<file path="src/rtl/evt_stamp_capture.sv">
module evt_stamp_capture #(
  parameter int DIV   = 200,
  parameter int NAXES = 4,
  localparam int TW   = 16,
  localparam int SELW = $clog2(2*NAXES+2)
) (
  input  logic                  clk,
  input  logic                  rst_n,
  input  logic [NAXES-1:0]      cnt_evt,
  input  logic                  snap_req,
  input  logic [SELW-1:0]       rd_sel,
  output logic [NAXES*TW-1:0]   stamp_q,
  output logic [TW-1:0]         base_q,
  output logic [7:0]            rd_byte
);
  localparam int PW = (DIV > 1) ? $clog2(DIV) : 1;

  logic [PW-1:0] pre;
  logic [TW-1:0] tbase;
  logic [TW-1:0] live [NAXES];
  logic [TW-1:0] held [NAXES];
  logic          tick;

  assign tick = (pre == PW'(DIV-1));

  always_ff @(posedge clk or negedge rst_n) begin
    if (!rst_n) begin
      pre   <= '0;
      tbase <= '0;
    end else begin
      pre   <= tick ? '0 : pre + 1'b1;
      if (tick) tbase <= tbase + 1'b1;
    end
  end

  always_ff @(posedge clk or negedge rst_n) begin
    if (!rst_n)        base_q <= '0;
    else if (snap_req) base_q <= tbase;
  end

  generate
    for (genvar i = 0; i < NAXES; i++) begin : g_axis
      always_ff @(posedge clk or negedge rst_n) begin
        if (!rst_n) begin
          live[i] <= '0;
          held[i] <= '0;
        end else begin
          if (cnt_evt[i]) live[i] <= tbase;
          if (snap_req)   held[i] <= live[i];
        end
      end
      assign stamp_q[i*TW +: TW] = held[i];

      assert_live_hold_R3: assert property (@(posedge clk) disable iff (!rst_n)
        !cnt_evt[i] |=> $stable(live[i]));
      assert_held_stable_R5: assert property (@(posedge clk) disable iff (!rst_n)
        !snap_req |=> $stable(held[i]));
    end
  endgenerate

  always_comb begin
    rd_byte = 8'h00;
    for (int k = 0; k < NAXES; k++) begin
      if (rd_sel == SELW'(2*k))   rd_byte = held[k][7:0];
      if (rd_sel == SELW'(2*k+1)) rd_byte = held[k][15:8];
    end
    if (rd_sel == SELW'(2*NAXES))   rd_byte = base_q[7:0];
    if (rd_sel == SELW'(2*NAXES+1)) rd_byte = base_q[15:8];
  end

  generate
    if (DIV > 1) begin : g_spacing
      assert_tick_spaced_R1: assert property (@(posedge clk) disable iff (!rst_n)
        tick |=> !tick);
    end
  endgenerate

  assert_base_step_R2: assert property (@(posedge clk) disable iff (!rst_n)
    tick |=> tbase == $past(tbase) + 16'd1);
  assert_base_idle_R1: assert property (@(posedge clk) disable iff (!rst_n)
    !tick |=> $stable(tbase));
  assert_base_held_R5: assert property (@(posedge clk) disable iff (!rst_n)
    !snap_req |=> $stable(base_q));
endmodule

</file>
<file path="config.mk">
export PLATFORM = sky130hd
export DESIGN_NAME = evt_stamp_capture
export DESIGN_NICKNAME = d
export VERILOG_FILES = /design/src/rtl/evt_stamp_capture.sv
export SDC_FILE = /design/constraint.sdc
export NUM_CORES = 1
export LEC_CHECK = 0
export BUFFER_PORTS_ARGS = -buffer_cell sky130_fd_sc_hd__buf_2
export CAP_MARGIN = 25
export CORE_AREA = 4 4 148 150
export CTS_CLUSTER_DIAMETER = 30
export CTS_CLUSTER_SIZE = 16
export DETAILED_ROUTE_END_ITERATION = 10
export DIE_AREA = 0 0 152 154
export SKIP_LAST_GASP = 1
export SYNTH_ARGS = -nofsm -noshare
export SYNTH_HDL_FRONTEND = slang
export SYNTH_SLANG_ARGS = --single-unit
</file>
<file path="constraint.sdc">
create_clock -name clk -period 1.9 [get_ports clk]
set_clock_uncertainty 0.05 [all_clocks]
set_input_delay 0.285 -clock clk [delete_from_list [all_inputs] [get_ports clk]]
set_output_delay 0.285 -clock clk [all_outputs]
set_load 0.03 [all_outputs]
</file>
==> results of run 1 <==
==> sequential cells by signal, summed over array words and instances, names as in the netlist <==
signal and flops:
base_q 16, live 64, pre 8, stamp_q 64, tbase 16
==> Yosys cell counts, drive strengths merged (2+ instances only) <==
cell type	count
a22oi	6
xor2	6
nand3	11
xnor2	13
mux4	2
a22o	14
clkbuf	28
ha	2
buf	10
and4	2
o31ai	6
nand2	8
and3	6
mux2	159
nor2	20
nand4	6
a31oi	2
nor2b	5
dfrtp	168
a211oi	8
mux2i	8
nor3	2
a21oi	3
==> final timing paths <==
check / startpoint / to / slack, ns / depth (start not counted)
setup / recovery: stamp_q[52]$_DFFE_PN0P_ / rd_byte[4] / -0.32 / 5
hold / removal: rst_n / live[42]$_DFFE_PN0P_ / 0.25 / 2
setup reg to reg: pre[5]$_DFF_PN0_ / tbase[12]$_DFFE_PN0N_ / 0.05 / 5
hold reg to reg: pre[0]$_DFF_PN0_ / pre[0]$_DFF_PN0_ / 0.40 / 1
max in group asynchronous: rst_n / stamp_q[61]$_DFFE_PN0P_ / 0.95 / 3
min in group clk: snap_req / stamp_q[33]$_DFFE_PN0P_ / 0.32 / 2
==> kinds of logic (layout without fill, tap and decap cells) <==
group | after synthesis | after routing
multiplexers | 169 | 169
flip-flops | 168 | 168
adder cells (fa/ha/maj) | 2 | 2
XOR/XNOR | 19 | 19
AND/OR/NAND/NOR | 65 | 65
buffers and inverters | 38 | 193
AO/OA/AOI/OAI | 42 | 42
==> cell usage in the layout (no fill, tap or decap), types with 2 or more instances in the layout <==
cell type / instances
a21oi_1: 3
buf_2: 88
a31oi_1: 2
clkinvlp_4: 4
nand2_1: 8
buf_4: 54
bufinv_16: 3
clkbuf_16: 17
dfrtp_1: 168
nor2b_1: 5
nor2_2: 2
nand3_1: 11
nor2_1: 17
mux2i_1: 8
clkinv_2: 4
a22o_1: 14
xor2_1: 6
and3_1: 6
mux2_2: 155
ha_1: 2
nand4_1: 6
clkbuf_8: 3
mux2_4: 4
buf_6: 10
buf_12: 8
mux4_2: 2
o31ai_4: 6
a211oi_1: 8
and4_1: 2
a22oi_2: 6
xnor2_1: 13
==> critical path: cells and delay by family (launching register included) <==
| kind | cells | cell delay (ns) |
|---|---|---|
| compound gates | 2 | 0.28 |
| buf+inv | 1 | 0.15 |
| flops | 1 | 0.39 |
| mux | 1 | 0.53 |
| simple gates | 1 | 0.10 |
==> report_power, final <==
part	internal, W	leakage, nW	switching, W
combinational	0.000145	2.19	0.000242
clock	0.00216	0.294	0.00138
sequential	0.00358	2.33	0
total	0.00589	4.82	0.00163
==> metrics by stage <==
| step | setup WS (ns) | area, µm² | total power (W) | instances | setup TNS [ns] |
|---|---|---|---|---|---|
| finish | -0.317 | 9220 | 0.00751 | 933 | -2.09 |
| global route | -0.382 | 9220 | 0.00776 | 933 | -2.58 |
| CTS | -0.361 | 9160 | 0.00759 | 927 | -2.31 |
| detailed placement | -0.239 | 8360 | 0.00402 | 883 | -1.66 |
| global placement | -0.204 | 8360 | 0.00401 | 883 | -1.44 |
| floorplan | -0.00814 | 7240 | 0.00384 | 503 | -0.00814 |
==> timing repair <==
| action | CTS | global route |
|---|---|---|
| setup endpoints to repair | 11 | 12 |
| endpoints found under the hold margin | 26 | 0 |
| gates resized for setup | 24 | 7 |
| pin swaps | 11 | 7 |
| buffers inserted | 11 | 6 |
| hold buffers | 1 | 0 |
==> layout make-up <==
class                      count  area, µm²
fill                        1877      11500
sequential                   168       4200
multi-input combinational    297       2930
timing repair buffer         161       1130
clock buffer                  20        467
tap                          275        344
clock inverter                12        149
==> layer usage <==
layer | part of all wire | vias up | wire length [µm]
met1 | 0.43 | 2463 | 8160
met3 | 0.041 | 17 | 767
met4 | 0.015 | 0 | 282
met5 | 0 | - | 0
met2 | 0.51 | 115 | 9600
li1 | - | 2109 | -
==> reports/metrics.yaml, run 1 <==
synthesis:
  synth.distinct_cells: 35
  synthAdderAreaFrac: 0.00350
  muxShareOfSynthArea: 0.268
  synthXorXnorAreaFrac: 0.0233
  synth-seq-area-share: 0.588
  syn_nets: 516
  synth_top_family_by_area: "multiplexers"
  ys_seq_elements: 168
  avgSynthCellArea_um2: 14.2
  netlist.area_leader.share: 0.588
  synthTopCellsByArea: "dfrtp_1 (59%), mux2_2 (25%), a22o_1 (1.7%), xnor2_1 (1.6%), clkbuf_1 (1.5%)"
  ys_async_sr_fraction: 1.00
  synth_compound_area_frac: 0.0450
  ys.flop_type: "dfrtp_1"
  yosys.area_share.simple: 0.0509
  synth_edf_count: 0
  synth_top_cell_by_area: "dfrtp_1"
  ys_warn_count: 0
  synthesis.instances: 503
  syn_area_um2: 7150
finish:
  area_growth_pct: 29.0
  final_util: 0.446
  drive_above_1_share: 0.565
  nNetsFinal: 658
  antenna_cells: 0
timing:
  worst_slack_ns: -0.317
  slew_headroom: 0.598
  setup_viol: 8
  fin_crit_ns: 2.22
  slew_viol_final: 0
  hold_viol: 0
  max_freq_mhz: 451
  rsz0062_at_grt: "true"
  whs_ns: 0.253
  worst_pin_slew_ns: 0.601
  finalCritPeriodShare: 1.17
detailed_routing:
  vias: 4704
  firstDrtPassIters: 4
  dr.first_iter.drc_count: 232
  drc: 0
  viasPerCell: 5.04
  ant_nets: 0
  drt-wirelength-per-cell_um: 20.2
  wl_mm: 18.8
placed_design:
  gp_congestion: 0.832
  dpl.hpwl_mm: 13.7
  portBuffers: 98
power_and_ir_drop:
  power_density_nw_per_um2: 814
  peakVddDrop_mv: 0.617
  p_leak_nw: 4.82
global_routing:
  antenna_found_initial: 0
  grt_pass1_wl_mm: 29.6
  grt_util_met3: 0.0301
  busiest_layer: "met2"
  use_met1: 0.215
  met2_usage: 0.278
  grt_max_degree: 43
  grt_usage: 0.163
  grt_pass1_vias: 5013
  overflow: 0
worst_setup_path:
  worst_setup_path_end_kind: "output port"
  cp_max_fo: 2
  max_stage_delay_ns: 0.53
  crit_chain: "mux4_2 -> nor2_2 -> a21oi_1 -> a22o_1 -> buf_6"
  worstSetupPathType: "flop to output port"
  cp.arrival_ns: 1.88
  critPathSlowestCell: "mux4_2"
  cp_data_required_time_ns: 1.56
  startpoint_type: "flop"
die:
  initial_core_util: 0.346
  core_area_um2: 20700
  die_y_um: 154
  dieArea_um2: 23400
  die_x_um: 152
  io_pins: 99
  row_count: 53
clock_network:
  numCtsBuffers: 17
  clock-sinks: 168
  h-tree-depth: 4
  clock_latency_ns: 0.42
  cts_buffer_depth: 2
  cts_tree: "done"
  cts.reportedPaths.clkPinSlew_ns: 0.06
  cts_root_buf: "clkbuf_16"
min_path:
  hold_class: "primary input to asynchronous set/reset pin"
run:
  cap_violations: 0
outcome:
  status: "finished with violations"
  violations: "setup timing"
No activity file was read; power rests on OpenSTA's default activity.
==> run 2, diff against run 1 <==
Settings changed: MAX_ROUTING_LAYER from default to met4.
Clock period 1.9 ns to 2.75 ns, I/O delays scaled along.
==> reports/metrics.yaml, run 2 (synthesis gave the netlist of run 1 again) <==
clock_network:
  post-cts-setup-buffer-count: 0
  cts_root_buf: "clkbuf_16"
  numCtsBuffers: 17
  cts_tree: "done"
  clock-sinks: 168
  ctsHoldBuffers: 0
  cts.reportedPaths.clkPinSlew_ns: 0.06
  cts-resized-gates: 0
  cts_buffer_depth: 2
  clock_latency_ns: 0.43
  h-tree-depth: 4
finish:
  drive_above_1_share: 0.502
  seqCellArea_um2: 4200
  num-fill-cells: 1944
  antenna_cells: 0
  area_growth_pct: 20.0
  multi_input_area_um2: 2790
  final_common_cell: "dfrtp_1"
  mostFrequentLayoutCells: "dfrtp_1 (168), mux2_2 (159), buf_2 (96), nor2_1 (19), clkbuf_16 (17)"
  nNetsFinal: 600
  finalNonFillerCells: 875
timing:
  finalCritPeriodShare: 0.955
  slew_viol_final: 0
  hold_viol: 15
  rsz0062_at_grt: "false"
  fin_crit_ns: 2.63
  max_freq_mhz: 381
  worst_slack_ns: 0.125
  whs_ns: -0.0475
  slew_headroom: 0.478
  worst_pin_slew_ns: 0.783
  setup_viol: 0
  final.setup.tns_ns: 0
power_and_ir_drop:
  intPower_w: 0.00417
  p_clk_frac: 0.497
  p_sw_w: 0.00118
  swShare: 0.220
  p_leak_nw: 4.48
  power_w: 0.00535
  power_density_nw_per_um2: 624
  combPwrFrac: 0.041
  peakVddDrop_mv: 0.399
  p_seq_frac: 0.462
worst_setup_path:
  crit_chain: "buf_2 -> buf_4 -> nor3b_2 -> a22oi_1 -> o31ai_1 -> buf_2"
  worstSetupPathType: "primary input to output port"
  startpoint_type: "primary input"
  cp.arrival_ns: 2.16
  critPathSlowestCell: "nor3b_2"
  critical_path_buf_inv_count: 3
  cp_max_fo: 25
  cpMostUsedCell: "buf_2"
  crit_family: "buffers and inverters"
  max_stage_delay_ns: 0.57
  cp_data_required_time_ns: 2.29
  worst_setup_path_end_kind: "output port"
die:
  initial_core_util: 0.346
  core_area_um2: 20700
  row_count: 53
  die_x_um: 152
  dieArea_um2: 23400
  die_y_um: 154
  io_pins: 99
placed_design:
  dp_slack_ns: 0.144
  portBuffers: 98
  dpl.hpwl_mm: 12.9
  dp.cells: 843
  gp_congestion: 0.805
min_path:
  hold_class: "primary input to asynchronous set/reset pin"
detailed_routing:
  firstDrtPassIters: 4
  viasPerCell: 5.10
  dr.first_iter.drc_count: 260
  drc: 0
  vias: 4462
  wl_mm: 18.0
  drt-wirelength-per-cell_um: 20.6
  ant_nets: 0
global_routing:
  grt_pass1_wl_mm: 28.5
  grt_pass1_vias: 4716
  grt_usage: 0.162
  antenna_found_initial: 1
  overflow: 0
  grt_max_degree: 80
run:
  cap_violations: 0
outcome:
  violations: "hold timing"
  status: "finished with violations"
==> run 2: cell types whose count changed in the layout (fill, tap and decap cells not counted), sizes merged, moves of 2 or more <==
cell	change
clkinv	-3
clkinvlp	-2
buf	-57
clkbuf	-3
inv	+6
bufinv	+2
==> run 2: metal layers <==
layer | part of all wire | global-route usage | vias to the layer above
met3 | 0.034 | 0.0372 | 20
met2 | 0.50 | 0.262 | 91
met4 | 0.015 | 0.0484 | 0
met5 | 0 | - | -
met1 | 0.45 | 0.204 | 2361
li1 | - | - | 1990
==> run 2: power groups by stage <==
stage                     Clock [W]  Sequential (W)  Combinational, W
after floorplan                   0         0.00252          0.000124
after global placement            0         0.00252          0.000219
after detailed placement          0         0.00252          0.000225
after CTS                   0.00272         0.00247          0.000225
after global routing        0.00283         0.00247          0.000241
final                       0.00266         0.00247          0.000220
==> run 2: path summary, 6_finish.rpt <==
path,from,end,slack (ns),depth (start not counted)
setup / recovery,rd_sel[1],rd_byte[1],0.12,6
hold / removal,rst_n,live[35]$_DFFE_PN0P_,-0.05,1
setup reg to reg,pre[4]$_DFF_PN0_,tbase[15]$_DFFE_PN0N_,0.65,4
hold reg to reg,pre[0]$_DFF_PN0_,pre[0]$_DFF_PN0_,0.40,1
max in group asynchronous,rst_n,stamp_q[9]$_DFFE_PN0P_,1.89,2
min in group clk,pre[0]$_DFF_PN0_,pre[0]$_DFF_PN0_,0.40,1
==> run 2: worst reg2reg max path, delay by kind of cell (launching register included) <==
family,cells,cell delay (ns)
flip-flops,1,0.47
AND/OR/NAND/NOR,3,1.27
XOR/XNOR,1,0.18
==> run 2: through the flow <==
| step | area, µm² | utilization | hold slack (ns) |
|---|---|---|---|
| floorplan | 7150 | - | 0.0669 |
| global placement | 7920 | 0.383 | 0.393 |
| detailed placement | 7920 | 0.383 | 0.395 |
| CTS | 8580 | 0.415 | 0.00170 |
| global route | 8580 | 0.415 | 0.0250 |
| finish | 8580 | 0.415 | -0.0475 |
==> run 2: cell type report <==
class,instances,share of cell area
well taps,275,0.0401
clock buffers,17,0.0496
repair buffers,103,0.0669
clock inverters,15,0.0277
flip-flops and latches,168,0.490
multi-input cells,297,0.326
==> run 3, diff against run 2 <==
Settings changed: RECOVER_POWER from default to 25.
==> reports/metrics.yaml, run 3 (synthesis gave the netlist of run 1 again) <==
finish:
  mostFrequentLayoutCells: "dfrtp_1 (168), mux2_2 (159), buf_2 (96), nor2_1 (19), clkbuf_16 (17)"
  final_common_cell: "dfrtp_1"
  area_growth_pct: 19.7
  num-fill-cells: 1945
  antenna_cells: 0
  final_util: 0.414
  nNetsFinal: 600
  drive_above_1_share: 0.502
  finalNonFillerCells: 875
  finalInstanceArea_um2: 8560
timing:
  hold_viol: 0
  slew_viol_final: 79
  max_freq_mhz: 382
  setup_viol: 0
  worst_pin_slew_ns: 2.03
  fin_crit_ns: 2.62
  finalCritPeriodShare: 0.952
  slew_headroom: -0.351
  rsz0062_at_grt: "false"
  worst_slack_ns: 0.132
  final.setup.tns_ns: 0
outcome:
  violations: "capacitance limit, slew limit"
  status: "finished with violations"
worst_setup_path:
  critPathSlowestCell: "nor2_1"
  crit_chain: "buf_2 -> buf_4 -> nor2_1 -> nand2_1 -> a22o_1 -> o31ai_1 -> buf_2"
  rrSetupSlack_ns: 0.65
  cp_data_required_time_ns: 2.29
  crit_family: "buffers and inverters"
  max_stage_delay_ns: 0.39
  critical_path_buf_inv_count: 3
  worstSetupPathType: "primary input to output port"
  startpoint_type: "primary input"
  cp.arrival_ns: 2.16
  cp_max_fo: 25
  worst_setup_path_end_kind: "output port"
  cpMostUsedCell: "buf_2"
detailed_routing:
  drt-wirelength-per-cell_um: 20.6
  met2_length_mm: 8.96
  highest_layer: "met4"
  firstDrtPassIters: 4
  drc: 0
  wl_mm: 18.0
  wl_met3_um: 906
  viasPerCell: 5.16
  dr.first_iter.drc_count: 209
  vias: 4513
  ant_nets: 0
  m1WireLength_mm: 7.83
global_routing:
  overflow: 0
  antenna_found_initial: 1
  grt_usage: 0.162
  grt_pass1_vias: 4716
  grt_max_degree: 80
  grt_pass1_wl_mm: 28.5
clock_network:
  post-cts-setup-buffer-count: 0
  clock-sinks: 168
  cts_tree: "done"
  cts-resized-gates: 0
  h-tree-depth: 4
  ctsHoldBuffers: 0
  clock_latency_ns: 0.43
  cts_root_buf: "clkbuf_16"
  cts_buffer_depth: 2
  numCtsBuffers: 17
  cts.reportedPaths.clkPinSlew_ns: 0.06
die:
  row_count: 53
  core_area_um2: 20700
  io_pins: 99
  initial_core_util: 0.346
  die_y_um: 154
  dieArea_um2: 23400
  die_x_um: 152
placed_design:
  dp.cells: 843
  dp_slack_ns: 0.144
  portBuffers: 98
  dpl.hpwl_mm: 12.9
  gp_congestion: 0.805
  place_area_um2: 7920
power_and_ir_drop:
  peakVddDrop_mv: 0.400
  power_density_nw_per_um2: 625
  p_leak_nw: 4.47
run:
  cap_violations: 1
min_path:
  hold_class: "flop to flop"
[run 3: changes by cell type in the layout (fill, tap and decap cells not counted)]
cell / delta
buf_12: -1
buf_6: -1
clkbuf_2: +1
clkbuf_4: +1
[run 3: report_power, final]
part           internal (W)  switching, W  total, W
Sequential          0.00247             0   0.00247
Clock               0.00164       0.00103   0.00266
Combinational     0.0000656      0.000151  0.000217
[run 3: area by class of cell]
type / count / area, µm² / area share
clock buffers: 17 / 425 / 0.0497
repair buffers: 103 / 556 / 0.0649
multi-input cells: 297 / 2790 / 0.326
clock inverters: 15 / 238 / 0.0278
flip-flops and latches: 168 / 4200 / 0.491
well taps: 275 / 344 / 0.0402
[run 3: per-layer routing]
layer / track usage / vias to the layer above
li1: - / 1991
met1: 0.204 / 2374
met2: 0.262 / 118
met3: 0.0372 / 30
met4: 0.0484 / 0
met5: - / -
[run 3: metrics by stage]
stage	total power [W]	hold slack (ns)
floorplan	0.00264	0.0669
global route	0.00553	0.450
CTS	0.00541	0.00170
detailed placement	0.00274	0.395
global placement	0.00274	0.393
finish	0.00535	0.400
[run 3: worst paths after layout]
| kind | startpoint | end | cells after the start |
|---|---|---|---|
| hold reg to reg | pre[0]$_DFF_PN0_ | pre[0]$_DFF_PN0_ | 1 |
| min in group asynchronous | rst_n | live[37]$_DFFE_PN0P_ | 1 |
| setup / recovery | rd_sel[1] | rd_byte[6] | 7 |
| setup reg to reg | pre[4]$_DFF_PN0_ | tbase[15]$_DFFE_PN0N_ | 4 |
| hold / removal | pre[0]$_DFF_PN0_ | pre[0]$_DFF_PN0_ | 1 |
| max in group asynchronous | rst_n | live[36]$_DFFE_PN0P_ | 2 |
